<file path="config.mk">
export PLATFORM = sky130hd
export DESIGN_NAME = lin_csum_top
export DESIGN_NICKNAME = d
export VERILOG_FILES = /design/src/rtl/lin_csum_pkg.sv /design/src/rtl/lin_csum_sel.sv /design/src/rtl/lin_csum_adder.sv /design/src/rtl/lin_csum_acc.sv /design/src/rtl/lin_csum_out.sv /design/src/rtl/lin_csum_top.sv
export SDC_FILE = /design/constraint.sdc
export NUM_CORES = 1
export LEC_CHECK = 0
export ABC_AREA = 1
export BUFFER_PORTS_ARGS = -buffer_cell sky130_fd_sc_hd__buf_2
export CAP_MARGIN = 30
export CORE_MARGIN = 2
export CORE_UTILIZATION = 38
export CTS_BUF_LIST = sky130_fd_sc_hd__clkbuf_4 sky130_fd_sc_hd__clkbuf_8
export DETAILED_ROUTE_END_ITERATION = 10
export GPL_TIMING_DRIVEN = 0
export HOLD_SLACK_MARGIN = 0.12
export PLACE_DENSITY_LB_ADDON = 0.25
export SYNTH_ARGS = -nofsm -noshare
export SYNTH_HDL_FRONTEND = slang
export SYNTH_SLANG_ARGS = --single-unit
</file>
<file path="constraint.sdc">
create_clock -name clk_i -period 3.4 [get_ports clk_i]
set_clock_uncertainty 0.15 [all_clocks]
set_input_delay 0.51 -clock clk_i [delete_from_list [all_inputs] [get_ports clk_i]]
set_output_delay 0.51 -clock clk_i [all_outputs]
set_load 0.01 [all_outputs]
</file>
<file path="src/rtl/lin_csum_pkg.sv">
package lin_csum_pkg;
  typedef enum logic [1:0] {
    SRC_NONE = 2'd0,
    SRC_DATA = 2'd1,
    SRC_ID   = 2'd2
  } src_e;
endpackage

</file>
<file path="src/rtl/lin_csum_sel.sv">
module lin_csum_sel
  import lin_csum_pkg::*;
(
  input  logic byte_valid_i,
  input  logic id_valid_i,
  input  logic enhanced_i,
  output src_e src_o,
  output logic add_en_o
);
  // payload wins over identifier when both strobe together
  always_comb begin
    if (byte_valid_i)                   src_o = SRC_DATA;
    else if (id_valid_i && enhanced_i)  src_o = SRC_ID;
    else                                src_o = SRC_NONE;
  end

  assign add_en_o = (src_o != SRC_NONE);
endmodule

</file>
<file path="src/rtl/lin_csum_adder.sv">
module lin_csum_adder #(
  parameter int unsigned W = 8
) (
  input  logic [W-1:0] a_i,
  input  logic [W-1:0] b_i,
  output logic [W-1:0] sum_o
);
  localparam int unsigned SW = W + 1;

  logic [SW-1:0] raw;

  assign raw   = {1'b0, a_i} + {1'b0, b_i};
  // end-around carry; cannot carry again since max low part is 2^W-2
  assign sum_o = raw[W-1:0] + {{(W-1){1'b0}}, raw[W]};
endmodule

</file>
<file path="src/rtl/lin_csum_acc.sv">
module lin_csum_acc #(
  parameter int unsigned W = 8
) (
  input  logic         clk_i,
  input  logic         rst_ni,
  input  logic         clear_i,
  input  logic         add_en_i,
  input  logic         freeze_i,
  input  logic [W-1:0] data_i,
  output logic [W-1:0] acc_o,
  output logic         frozen_o
);
  logic [W-1:0] acc_q;
  logic [W-1:0] acc_sum;
  logic         frozen_q;

  lin_csum_adder #(.W(W)) u_add (
    .a_i   (acc_q),
    .b_i   (data_i),
    .sum_o (acc_sum)
  );

  always_ff @(posedge clk_i or negedge rst_ni) begin
    if (!rst_ni) begin
      acc_q    <= '0;
      frozen_q <= 1'b0;
    end else if (clear_i) begin
      acc_q    <= '0;
      frozen_q <= 1'b0;
    end else if (freeze_i) begin
      frozen_q <= 1'b1;
    end else if (add_en_i && !frozen_q) begin
      acc_q    <= acc_sum;
    end
  end

  assign acc_o    = acc_q;
  assign frozen_o = frozen_q;
endmodule

</file>
<file path="src/rtl/lin_csum_out.sv">
module lin_csum_out #(
  parameter int unsigned W = 8
) (
  input  logic         clk_i,
  input  logic         rst_ni,
  input  logic         clear_i,
  input  logic         finish_i,
  input  logic         check_i,
  input  logic         frozen_i,
  input  logic [W-1:0] acc_i,
  input  logic [W-1:0] data_i,
  output logic [W-1:0] csum_o,
  output logic         valid_o,
  output logic         match_o,
  output logic         err_o
);
  logic [W-1:0] final_val;
  logic [W-1:0] csum_q;
  logic         valid_q, match_q, err_q;

  assign final_val = ~acc_i;

  always_ff @(posedge clk_i or negedge rst_ni) begin
    if (!rst_ni) begin
      csum_q  <= '0;
      valid_q <= 1'b0;
      match_q <= 1'b0;
      err_q   <= 1'b0;
    end else if (clear_i) begin
      csum_q  <= '0;
      valid_q <= 1'b0;
      match_q <= 1'b0;
      err_q   <= 1'b0;
    end else begin
      if ((finish_i || check_i) && !frozen_i) begin
        csum_q  <= final_val;
        valid_q <= 1'b1;
      end
      if (check_i) begin
        match_q <= (data_i == final_val);
        err_q   <= (data_i != final_val);
      end
    end
  end

  assign csum_o  = csum_q;
  assign valid_o = valid_q;
  assign match_o = match_q;
  assign err_o   = err_q;
endmodule

</file>
<file path="src/rtl/lin_csum_top.sv">
module lin_csum_top
  import lin_csum_pkg::*;
#(
  parameter int unsigned W = 8
) (
  input  logic         clk_i,
  input  logic         rst_ni,
  input  logic         clear_i,
  input  logic         byte_valid_i,
  input  logic         id_valid_i,
  input  logic         enhanced_i,
  input  logic [W-1:0] data_i,
  input  logic         finish_i,
  input  logic         check_i,
  output logic [W-1:0] csum_o,
  output logic         csum_valid_o,
  output logic         match_o,
  output logic         err_o
);
  src_e         src;
  logic         add_en;
  logic [W-1:0] acc;
  logic         frozen;
  logic         freeze;

  assign freeze = finish_i || check_i;

  lin_csum_sel u_sel (
    .byte_valid_i (byte_valid_i),
    .id_valid_i   (id_valid_i),
    .enhanced_i   (enhanced_i),
    .src_o        (src),
    .add_en_o     (add_en)
  );

  lin_csum_acc #(.W(W)) u_acc (
    .clk_i    (clk_i),
    .rst_ni   (rst_ni),
    .clear_i  (clear_i),
    .add_en_i (add_en),
    .freeze_i (freeze),
    .data_i   (data_i),
    .acc_o    (acc),
    .frozen_o (frozen)
  );

  lin_csum_out #(.W(W)) u_out (
    .clk_i    (clk_i),
    .rst_ni   (rst_ni),
    .clear_i  (clear_i),
    .finish_i (finish_i),
    .check_i  (check_i),
    .frozen_i (frozen),
    .acc_i    (acc),
    .data_i   (data_i),
    .csum_o   (csum_o),
    .valid_o  (csum_valid_o),
    .match_o  (match_o),
    .err_o    (err_o)
  );
endmodule

</file>
==> results.json, run 1 <==
{
  "critical_path_peak_fanout": 4,
  "grt_antenna_before_repair": 0,
  "timing.critical_path.required_ns": 3.44,
  "synthAdderAreaFrac_pct": 10.5,
  "final_nets": 234,
  "ys_seq_area_share_pct": 36.1,
  "power_uw": 1090,
  "buffers_added_on_ports": 26,
  "fmaxAchievable_mhz": 343,
  "iteration_0_drc_markers": 60,
  "post_synth_most_frequent_cells": "sky130_fd_sc_hd__nand2_1 (42), sky130_fd_sc_hd__inv_1 (29), sky130_fd_sc_hd__dfrtp_1 (20), sky130_fd_sc_hd__nand3_1 (14), sky130_fd_sc_hd__ha_1 (10)",
  "cp-start-kind": "flip-flop",
  "cts.sink_count": 20,
  "fin_cells": 252,
  "power_switching_share_pct": 41.8,
  "synthXorXnorAreaFrac_pct": 0,
  "place.detailed.instances": 247,
  "total_number_of_h_tree_levels": 1,
  "worst_setup_path_end_kind": "flip-flop",
  "wire_length_of_the_first_global_routing_pass_um": 4860,
  "detailedPlace.worstSlack_ns": 0.314,
  "cts_tree": "built",
  "area_growth_syn_to_layout_pct": 18.1,
  "die_height_um": 64.4,
  "number_of_max_cap_violations": 0,
  "power.combinational.fraction_pct": 50.3,
  "die_boundary_width_um": 64.4,
  "syn_nets": 202,
  "worst-slew-pin-transition_ns": 0.451,
  "synthSimpleGateAreaFrac_pct": 29.8,
  "number_of_optimization_iterations_in_the_first_detailed_route_pass": 4,
  "yosysWarnings": 0,
  "detail_route.vias_per_cell": 4.68,
  "crit_arrival_ns": 2.96,
  "clk_pin_slew_ns": 0.12,
  "floorplan.initialDensity_pct": 40.6,
  "final_critical_path_setup_slack_ns": 0.485,
  "synth_top_family_by_area": "simple AND/OR/NAND/NOR gates",
  "synth-compound-area-share_pct": 13.6,
  "slew_viol_final": 0,
  "path_class": "flip-flop to flip-flop",
  "p_int_uw": 634,
  "synth.most_common_cell": "sky130_fd_sc_hd__nand2_1",
  "postSynth.topFlopCell": "sky130_fd_sc_hd__dfrtp_1",
  "grt_start_max_net_pins": 21,
  "synthDistinctLibCells": 27,
  "remaining_drc_errors": 0,
  "finalSetupTns_ns": 0,
  "final.min_clock_period_ns": 2.92,
  "clk_root_buffer_cell": "sky130_fd_sc_hd__clkbuf_4",
  "static-leakage-power_uw": 0.000895,
  "floorplan.core_area_mm2": 0.00342,
  "netlist.top_cell.by_area": "sky130_fd_sc_hd__dfrtp_1",
  "layout.filler_cells": 348,
  "sequentialPowerShare_pct": 32.2,
  "grt_overflow": 0,
  "std_cell_rows": 21,
  "fin_crit_sh_pct": 85.7,
  "synthesis.area_per_instance_um2": 7.92,
  "synth_top_area_share_pct": 36.1,
  "result_of_the_run": "complete, no violations",
  "antenna_cells": 0,
  "final_hold_viol_count": 0,
  "maxSlewHeadroom_pct": 69.9,
  "clock_insertion_delay_worst_skew_ns": 0.30,
  "floorplan.die_area_mm2": 0.00415,
  "detailed_place_hpwl_um": 2310,
  "ant_nets_after_route": 0,
  "drt-wirelength-per-cell_um": 11.1,
  "pin_count": 27,
  "hold_path.class": "input port to flip-flop",
  "synthMuxAreaShare_pct": 0,
  "fraction_of_layout_instances_using_a_drive_strength_above_1_pct": 27.2,
  "total_switching_power_uw": 455,
  "groute.usage.overall_pct": 14.9,
  "yosys-top-cells-area": "sky130_fd_sc_hd__dfrtp_1 (36%), sky130_fd_sc_hd__nand2_1 (11%), sky130_fd_sc_hd__ha_1 (9.0%)",
  "synth.cell_area_mm2": 0.00139,
  "synthArstFlopShare_pct": 100,
  "cts_inserted_buffers": 3,
  "synthCells": 175,
  "vias": 1180,
  "synth-seq-cells": 20,
  "wirelength_um": 2800,
  "synth_edf_count": 0,
  "cts.path.max_buffers": 2,
  "ir_worst_vdd_v": 0.000340,
  "final-setup-viol-count": 0,
  "via_count_of_the_first_global_routing_pass": 1097,
  "rsz0062_at_grt": "no",
  "place.gp.congestion": 0.774,
  "power_density_mw_per_mm2": 665,
  "clock_power_share_pct": 17.6
}
kinds of logic (layout without fill, tap and decap cells):
| kind of cell | Yosys count | after routing |
|---|---|---|
| AO/OA/AOI/OAI | 28 | 28 |
| adder cells (fa/ha/maj) | 11 | 11 |
| buffers and inverters | 35 | 66 |
| flip-flops | 20 | 20 |
| AND/OR/NAND/NOR | 81 | 81 |
through the flow:
stage	util (%)	hold slack (ns)	instance area, um^2
after global routing	47.9	0.276	1640
after CTS	47.9	0.277	1640
after detailed placement	46.1	0.331	1570
after floorplan	-	0.0644	1390
after global placement	46.1	0.322	1570
final	47.9	0.285	1640
flip-flops by register name (all words and copies together) (netlist names):
name            flops
u_acc.acc_o         8
u_acc.frozen_o      1
u_out.csum_o        8
u_out.err_o         1
u_out.match_o       1
u_out.valid_o       1
path summary, 6_finish.rpt:
check / from / end / slack (ns) / depth (start not counted)
worst max-delay path: u_acc.acc_o[0] / u_acc.acc_o[6] / 0.48 / 15
worst min-delay path: clear_i / u_acc.frozen_o / 0.28 / 2
worst max register to register: u_acc.acc_o[0] / u_acc.acc_o[6] / 0.48 / 15
worst min register to register: u_acc.acc_o[7] / u_out.csum_o[7] / 0.37 / 1
max in group asynchronous: rst_ni / u_acc.acc_o[6] / 2.27 / 2
min in group asynchronous: rst_ni / u_out.csum_o[2] / 0.51 / 2
power groups by stage:
stage / Sequential, uW / Combinational (uW) / Clock [uW]
floorplan: 352 / 421 / 0
global placement: 356 / 542 / 0
detailed placement: 358 / 548 / 0
CTS: 353 / 551 / 197
global route: 361 / 627 / 206
finish: 351 / 547 / 191
cell type report:
type | count | area (um^2) | area share (%)
inverter | 34 | 128 | 7.80
sequential | 20 | 500 | 30.6
timing repair buffer | 27 | 140 | 8.56
buffer | 1 | 11.3 | 0.688
tap | 46 | 57.6 | 3.52
multi-input combinational | 120 | 747 | 45.6
clock inverter | 1 | 30.0 | 1.83
clock buffer | 3 | 22.5 | 1.38
per-layer routing:
metal	up-vias	global-route usage, %	routed length, um
met4	0	2.39	10
li1	636	-	-
met3	2	3.17	87
met5	-	0	0
met2	23	27.0	1400
met1	519	18.4	1300
cells in the final DEF (no fill, tap or decap), types with 4 or more instances in the layout:
cell	instances
sky130_fd_sc_hd__nand2_2	6
sky130_fd_sc_hd__buf_2	26
sky130_fd_sc_hd__nand4_1	4
sky130_fd_sc_hd__a21oi_1	7
sky130_fd_sc_hd__nand3_1	14
sky130_fd_sc_hd__inv_1	29
sky130_fd_sc_hd__ha_1	10
sky130_fd_sc_hd__inv_2	5
sky130_fd_sc_hd__nand2_1	42
sky130_fd_sc_hd__o22ai_1	9
sky130_fd_sc_hd__dfrtp_1	20
worst max-delay path, cell delays in order, from the launching register on:
cell and delay, ns:
sky130_fd_sc_hd__dfrtp_1 0.43, sky130_fd_sc_hd__ha_1 0.25, sky130_fd_sc_hd__fa_1 0.47, sky130_fd_sc_hd__nand3_1 0.18, sky130_fd_sc_hd__nand2_1 0.09, sky130_fd_sc_hd__a221o_1 0.33, sky130_fd_sc_hd__ha_1 0.21, sky130_fd_sc_hd__ha_1 0.19
sky130_fd_sc_hd__inv_1 0.06, sky130_fd_sc_hd__nor2_2 0.05, sky130_fd_sc_hd__nand3_1 0.11, sky130_fd_sc_hd__nor2_2 0.06, sky130_fd_sc_hd__nand2_1 0.05, sky130_fd_sc_hd__nand3_1 0.06, sky130_fd_sc_hd__nand3_1 0.07, sky130_fd_sc_hd__nand2_1 0.06
repair_timing:
action / CTS / global route
hold buffers: 1 / 0
setup buffers: 0 / 0
gates resized for setup: 0 / 0
endpoints found under the hold margin: 20 / 0
endpoints found under the setup margin: 0 / 0
Note: power is estimated with default switching activity, not from simulation.
==> run 2, diff against run 1 <==
- CORE_UTILIZATION: 38 -> 35
==> results.json, run 2 (same netlist as run 1, synthesis figures left out) <==
{
  "layout.filler_cells": 429,
  "final_nets": 234,
  "hold_ws_ns": 0.329,
  "final-setup-viol-count": 0,
  "grt_antenna_before_repair": 0,
  "cts_resized": 0,
  "timing.critical_path.required_ns": 3.39,
  "via_count_of_the_first_global_routing_pass": 1050,
  "critical_path_peak_fanout": 4,
  "number_of_max_cap_violations": 0,
  "power_density_mw_per_mm2": 653,
  "worst-slew-pin-transition_ns": 0.442,
  "timing.rr.start": "u_acc.acc_o[0]",
  "final.min_clock_period_ns": 2.89,
  "worst_setup_path_startpoint": "u_acc.acc_o[0]",
  "power_uw": 1070,
  "crit_path_max_incr_delay_ns": 0.47,
  "timing.critical_path.mode_cell": "sky130_fd_sc_hd__nand3_1",
  "die_boundary_width_um": 66.9,
  "vias": 1182,
  "place.gp.congestion": 0.786,
  "hold_path.class": "input port to flip-flop",
  "ir_worst_vdd_v": 0.000237,
  "worst_path_max_delay_cell": "sky130_fd_sc_hd__fa_1",
  "slew_viol_final": 0,
  "worstSetupPathDepth": 15,
  "clock_insertion_delay_worst_skew_ns": 0.25,
  "crit_arrival_ns": 2.89,
  "ant_nets_after_route": 0,
  "static-leakage-power_uw": 0.000895,
  "iteration_0_drc_markers": 28,
  "std_cell_rows": 22,
  "cts_hold_buf": 1,
  "drt-wirelength-per-cell_um": 10.7,
  "worst_setup_path_end_kind": "flip-flop",
  "grt_overflow": 0,
  "rsz0062_at_grt": "no",
  "floorplan.die_area_mm2": 0.00448,
  "path_class": "flip-flop to flip-flop",
  "floorplan.core_area_mm2": 0.00374,
  "hold_path_depth": 2,
  "buffers_added_on_ports": 26,
  "length_in_cells_of_the_worst_reg_to_reg_path": 15,
  "layout.cells.most_common_list": "sky130_fd_sc_hd__nand2_1 (42), sky130_fd_sc_hd__inv_1 (29), sky130_fd_sc_hd__buf_2 (26)",
  "cts.sink_count": 20,
  "cts_inserted_buffers": 3,
  "detailed_place_hpwl_um": 2320,
  "finalSetupTns_ns": 0,
  "fraction_of_layout_instances_using_a_drive_strength_above_1_pct": 27.2,
  "number_of_optimization_iterations_in_the_first_detailed_route_pass": 3,
  "area_growth_syn_to_layout_pct": 18.4,
  "die_height_um": 66.9,
  "timing.critical_path.cells": "ha_1 -> fa_1 -> nand3_1 -> nand2_1 -> a221o_1 -> ha_1 -> ha_1 -> inv_1 -> nor2_2 -> nand3_1 -> nor2_2 -> nand2_1 -> nand3_1 -> nand3_1 -> nand2_1",
  "detailedPlace.worstSlack_ns": 0.277,
  "min-delay-start": "clear_i",
  "clk_pin_slew_ns": 0.07,
  "groute.usage.overall_pct": 13.8,
  "maxSlewHeadroom_pct": 70.5,
  "final_hold_viol_count": 0,
  "mostFrequentLayoutCell": "sky130_fd_sc_hd__nand2_1",
  "wire_length_of_the_first_global_routing_pass_um": 4680,
  "fin_crit_sh_pct": 85.1,
  "final_critical_path_setup_slack_ns": 0.508,
  "timing.critical_path.buf_inv": 1,
  "postLayoutCoreUtil_pct": 43.9,
  "remaining_drc_errors": 0,
  "grt_start_max_net_pins": 21,
  "pin_count": 27,
  "result_of_the_run": "complete, no violations",
  "clk_root_buffer_cell": "sky130_fd_sc_hd__clkbuf_8",
  "wirelength_um": 2720,
  "detail_route.vias_per_cell": 4.65,
  "total_number_of_h_tree_levels": 1,
  "floorplan.initialDensity_pct": 37.0,
  "cts.path.max_buffers": 2,
  "cpLargestDelayFamily": "adder cells",
  "cp-start-kind": "flip-flop",
  "fmaxAchievable_mhz": 346,
  "post_cts.repair.setup_buffers": 0,
  "antenna_cells": 0,
  "cts_tree": "built"
}
run 2: cell count changes in the layout (fill, tap and decap cells not counted):
cell                        previous run  this run
sky130_fd_sc_hd__bufinv_16             1         0
sky130_fd_sc_hd__clkbuf_4              3         0
sky130_fd_sc_hd__clkbuf_8              0         4
run 2: worst reg2reg max path: cells and delay by family, from the launching register on:
kind	cells	cell delay [ns]
compound gates	1	0.32
fa+ha+maj	4	1.15
buf+inv	1	0.07
flops	1	0.41
simple gates	9	0.69
run 2: final cells by class:
class	count	area, um^2	share of cell area [%]
plain buffers	1	11.3	0.686
clock buffers	4	55.1	3.35
inverters	34	128	7.77
multi-input cells	120	747	45.5
flip-flops and latches	20	500	30.5
well taps	48	60.1	3.66
repair buffers	27	140	8.54
run 2: worst paths after layout:
path                                         to  slack, ns
worst max-delay path             u_acc.acc_o[6]       0.51
worst min-delay path             u_acc.frozen_o       0.33
worst max register to register   u_acc.acc_o[6]       0.51
worst min register to register  u_out.csum_o[0]       0.37
max in group asynchronous       u_out.csum_o[4]       2.21
min in group asynchronous       u_out.csum_o[1]       0.58
run 2: metal layers:
layer	track usage, %	routed length [um]	vias to the layer above
li1	-	-	643
met1	19.3	1410	521
met2	22.0	1210	16
met3	1.52	68	2
met4	4.59	31	0
met5	0	0	-
run 2: through the flow:
stage                     instances  cell area [um^2]
final                           254              1640
after global routing            254              1640
after CTS                       254              1640
after detailed placement        249              1580
after global placement          249              1580
after floorplan                 175              1390
run 2: report_power, final:
part / internal [uW] / switching [uW] / total (uW)
Combinational: 216 / 329 / 545
Sequential: 298 / 55.7 / 354
Clock: 103 / 69.6 / 172
Total: 618 / 454 / 1070
==> run 3, diff against run 2 <==
- CORE_ASPECT_RATIO: not set -> 0.9
==> results.json, run 3 (same netlist as run 1, synthesis figures left out) <==
{
  "result_of_the_run": "complete, no violations",
  "buffers_added_on_ports": 26,
  "fraction_of_layout_instances_using_a_drive_strength_above_1_pct": 27.2,
  "place.detailed.instances": 247,
  "final_hold_viol_count": 0,
  "cp-start-kind": "flip-flop",
  "rsz0062_at_grt": "no",
  "timing.critical_path.cells": "ha_1 -> fa_1 -> nand3_1 -> nand2_1 -> a221o_1 -> ha_1 -> ha_1 -> inv_1 -> nor2_2 -> nand3_1 -> nor2_2 -> nand2_1 -> nand3_1 -> nand3_1 -> nand2_1",
  "layout.filler_cells": 401,
  "grt_overflow": 0,
  "layout.cells.most_common_list": "sky130_fd_sc_hd__nand2_1 (42), sky130_fd_sc_hd__inv_1 (29), sky130_fd_sc_hd__buf_2 (26)",
  "worst_setup_path_end_kind": "flip-flop",
  "wirelength_um": 2760,
  "r2r_end": "u_acc.acc_o[6]",
  "clk_pin_slew_ns": 0.07,
  "hold_end": "u_acc.frozen_o",
  "iteration_0_drc_markers": 77,
  "wire_length_of_the_first_global_routing_pass_um": 4860,
  "grt_antenna_before_repair": 0,
  "cts_resized": 0,
  "vias": 1166,
  "mostFrequentLayoutCell": "sky130_fd_sc_hd__nand2_1",
  "drt-wirelength-per-cell_um": 10.9,
  "place.gp.congestion": 0.766,
  "fin_crit_sh_pct": 85.3,
  "worst-slew-pin-transition_ns": 0.452,
  "crit_path_max_incr_delay_ns": 0.47,
  "timing.critical_path.buf_inv": 1,
  "fin_cells": 252,
  "path_class": "flip-flop to flip-flop",
  "crit_arrival_ns": 2.90,
  "final-setup-viol-count": 0,
  "via_count_of_the_first_global_routing_pass": 1085,
  "clk_root_buffer_cell": "sky130_fd_sc_hd__clkbuf_8",
  "area_growth_syn_to_layout_pct": 18.2,
  "ant_nets_after_route": 0,
  "timing.rr.start": "u_acc.acc_o[0]",
  "floorplan.core_area_mm2": 0.00376,
  "pin_count": 27,
  "cts.path.max_buffers": 2,
  "worst_path_max_delay_cell": "sky130_fd_sc_hd__fa_1",
  "remaining_drc_errors": 0,
  "static-leakage-power_uw": 0.000895,
  "final_nets": 234,
  "length_in_cells_of_the_worst_reg_to_reg_path": 15,
  "cpLargestDelayFamily": "adder cells",
  "std_cell_rows": 21,
  "detail_route.vias_per_cell": 4.63,
  "detailed_place_hpwl_um": 2350,
  "post_cts.repair.setup_buffers": 0,
  "hold_ws_ns": 0.321,
  "min-delay-start": "clear_i",
  "worstSetupPathDepth": 15,
  "die_height_um": 63.7,
  "hold_path.class": "input port to flip-flop",
  "cts.sink_count": 20,
  "grt_start_max_net_pins": 21,
  "maxSlewHeadroom_pct": 69.9,
  "slew_viol_final": 0,
  "floorplan.initialDensity_pct": 36.9,
  "groute.usage.overall_pct": 13.6,
  "postLayoutCoreUtil_pct": 43.6,
  "die_boundary_width_um": 70.3,
  "ir_worst_vdd_v": 0.000272,
  "total_number_of_h_tree_levels": 1,
  "number_of_max_cap_violations": 0,
  "cts_tree": "built",
  "cts_hold_buf": 1,
  "worst_reg_to_reg_setup_slack_ns": 0.50,
  "power_density_mw_per_mm2": 660,
  "number_of_optimization_iterations_in_the_first_detailed_route_pass": 4,
  "critical_path_peak_fanout": 4,
  "final.min_clock_period_ns": 2.90,
  "clock_insertion_delay_worst_skew_ns": 0.25,
  "cts_inserted_buffers": 3,
  "floorplan.die_area_mm2": 0.00448,
  "timing.critical_path.mode_cell": "sky130_fd_sc_hd__nand3_1",
  "hold_path_depth": 2,
  "fmaxAchievable_mhz": 345,
  "timing.critical_path.required_ns": 3.40,
  "antenna_cells": 0,
  "finalSetupTns_ns": 0
}
## run 3: worst max path at each step
stage,slack [ns],to,from
after floorplan,0.60,u_acc.acc_o[6],data_i[0]
after global placement,0.30,u_acc.acc_o[6],data_i[0]
after detailed placement,0.28,u_acc.acc_o[6],data_i[0]
after CTS,0.48,u_acc.acc_o[6],u_acc.acc_o[0]
after global routing,0.26,u_acc.acc_o[6],u_acc.acc_o[0]
final,0.50,u_acc.acc_o[6],u_acc.acc_o[0]
## run 3: where the power goes
part           switching (uW)  leakage (uW)  internal [uW]  total (uW)
clock network            73.5     0.0000288            103         176
logic                     331      0.000613            218         549
registers                58.1      0.000254            298         357
## run 3: stage by stage
| stage | worst slack, ns | area [um^2] | power (uW) |
|---|---|---|---|
| floorplan | 0.596 | 1390 | 773 |
| global placement | 0.296 | 1570 | 902 |
| detailed placement | 0.278 | 1570 | 911 |
| CTS | 0.480 | 1640 | 1090 |
| global route | 0.256 | 1640 | 1190 |
| finish | 0.501 | 1640 | 1080 |
## run 3: cell type report
type / count / area, um^2 / area share [%]
well taps: 46 / 57.6 / 3.51
multi-input cells: 120 / 747 / 45.6
flip-flops and latches: 20 / 500 / 30.5
inverters: 34 / 128 / 7.79
clock buffers: 4 / 55.1 / 3.36
repair buffers: 27 / 140 / 8.55
plain buffers: 1 / 11.3 / 0.687
## run 3: metal layers
layer	wire length [um]	track usage, %	vias up
met5	0	0	-
met4	36	5.05	0
met3	90	1.76	4
met2	1130	20.3	21
met1	1500	19.8	500
li1	-	-	641
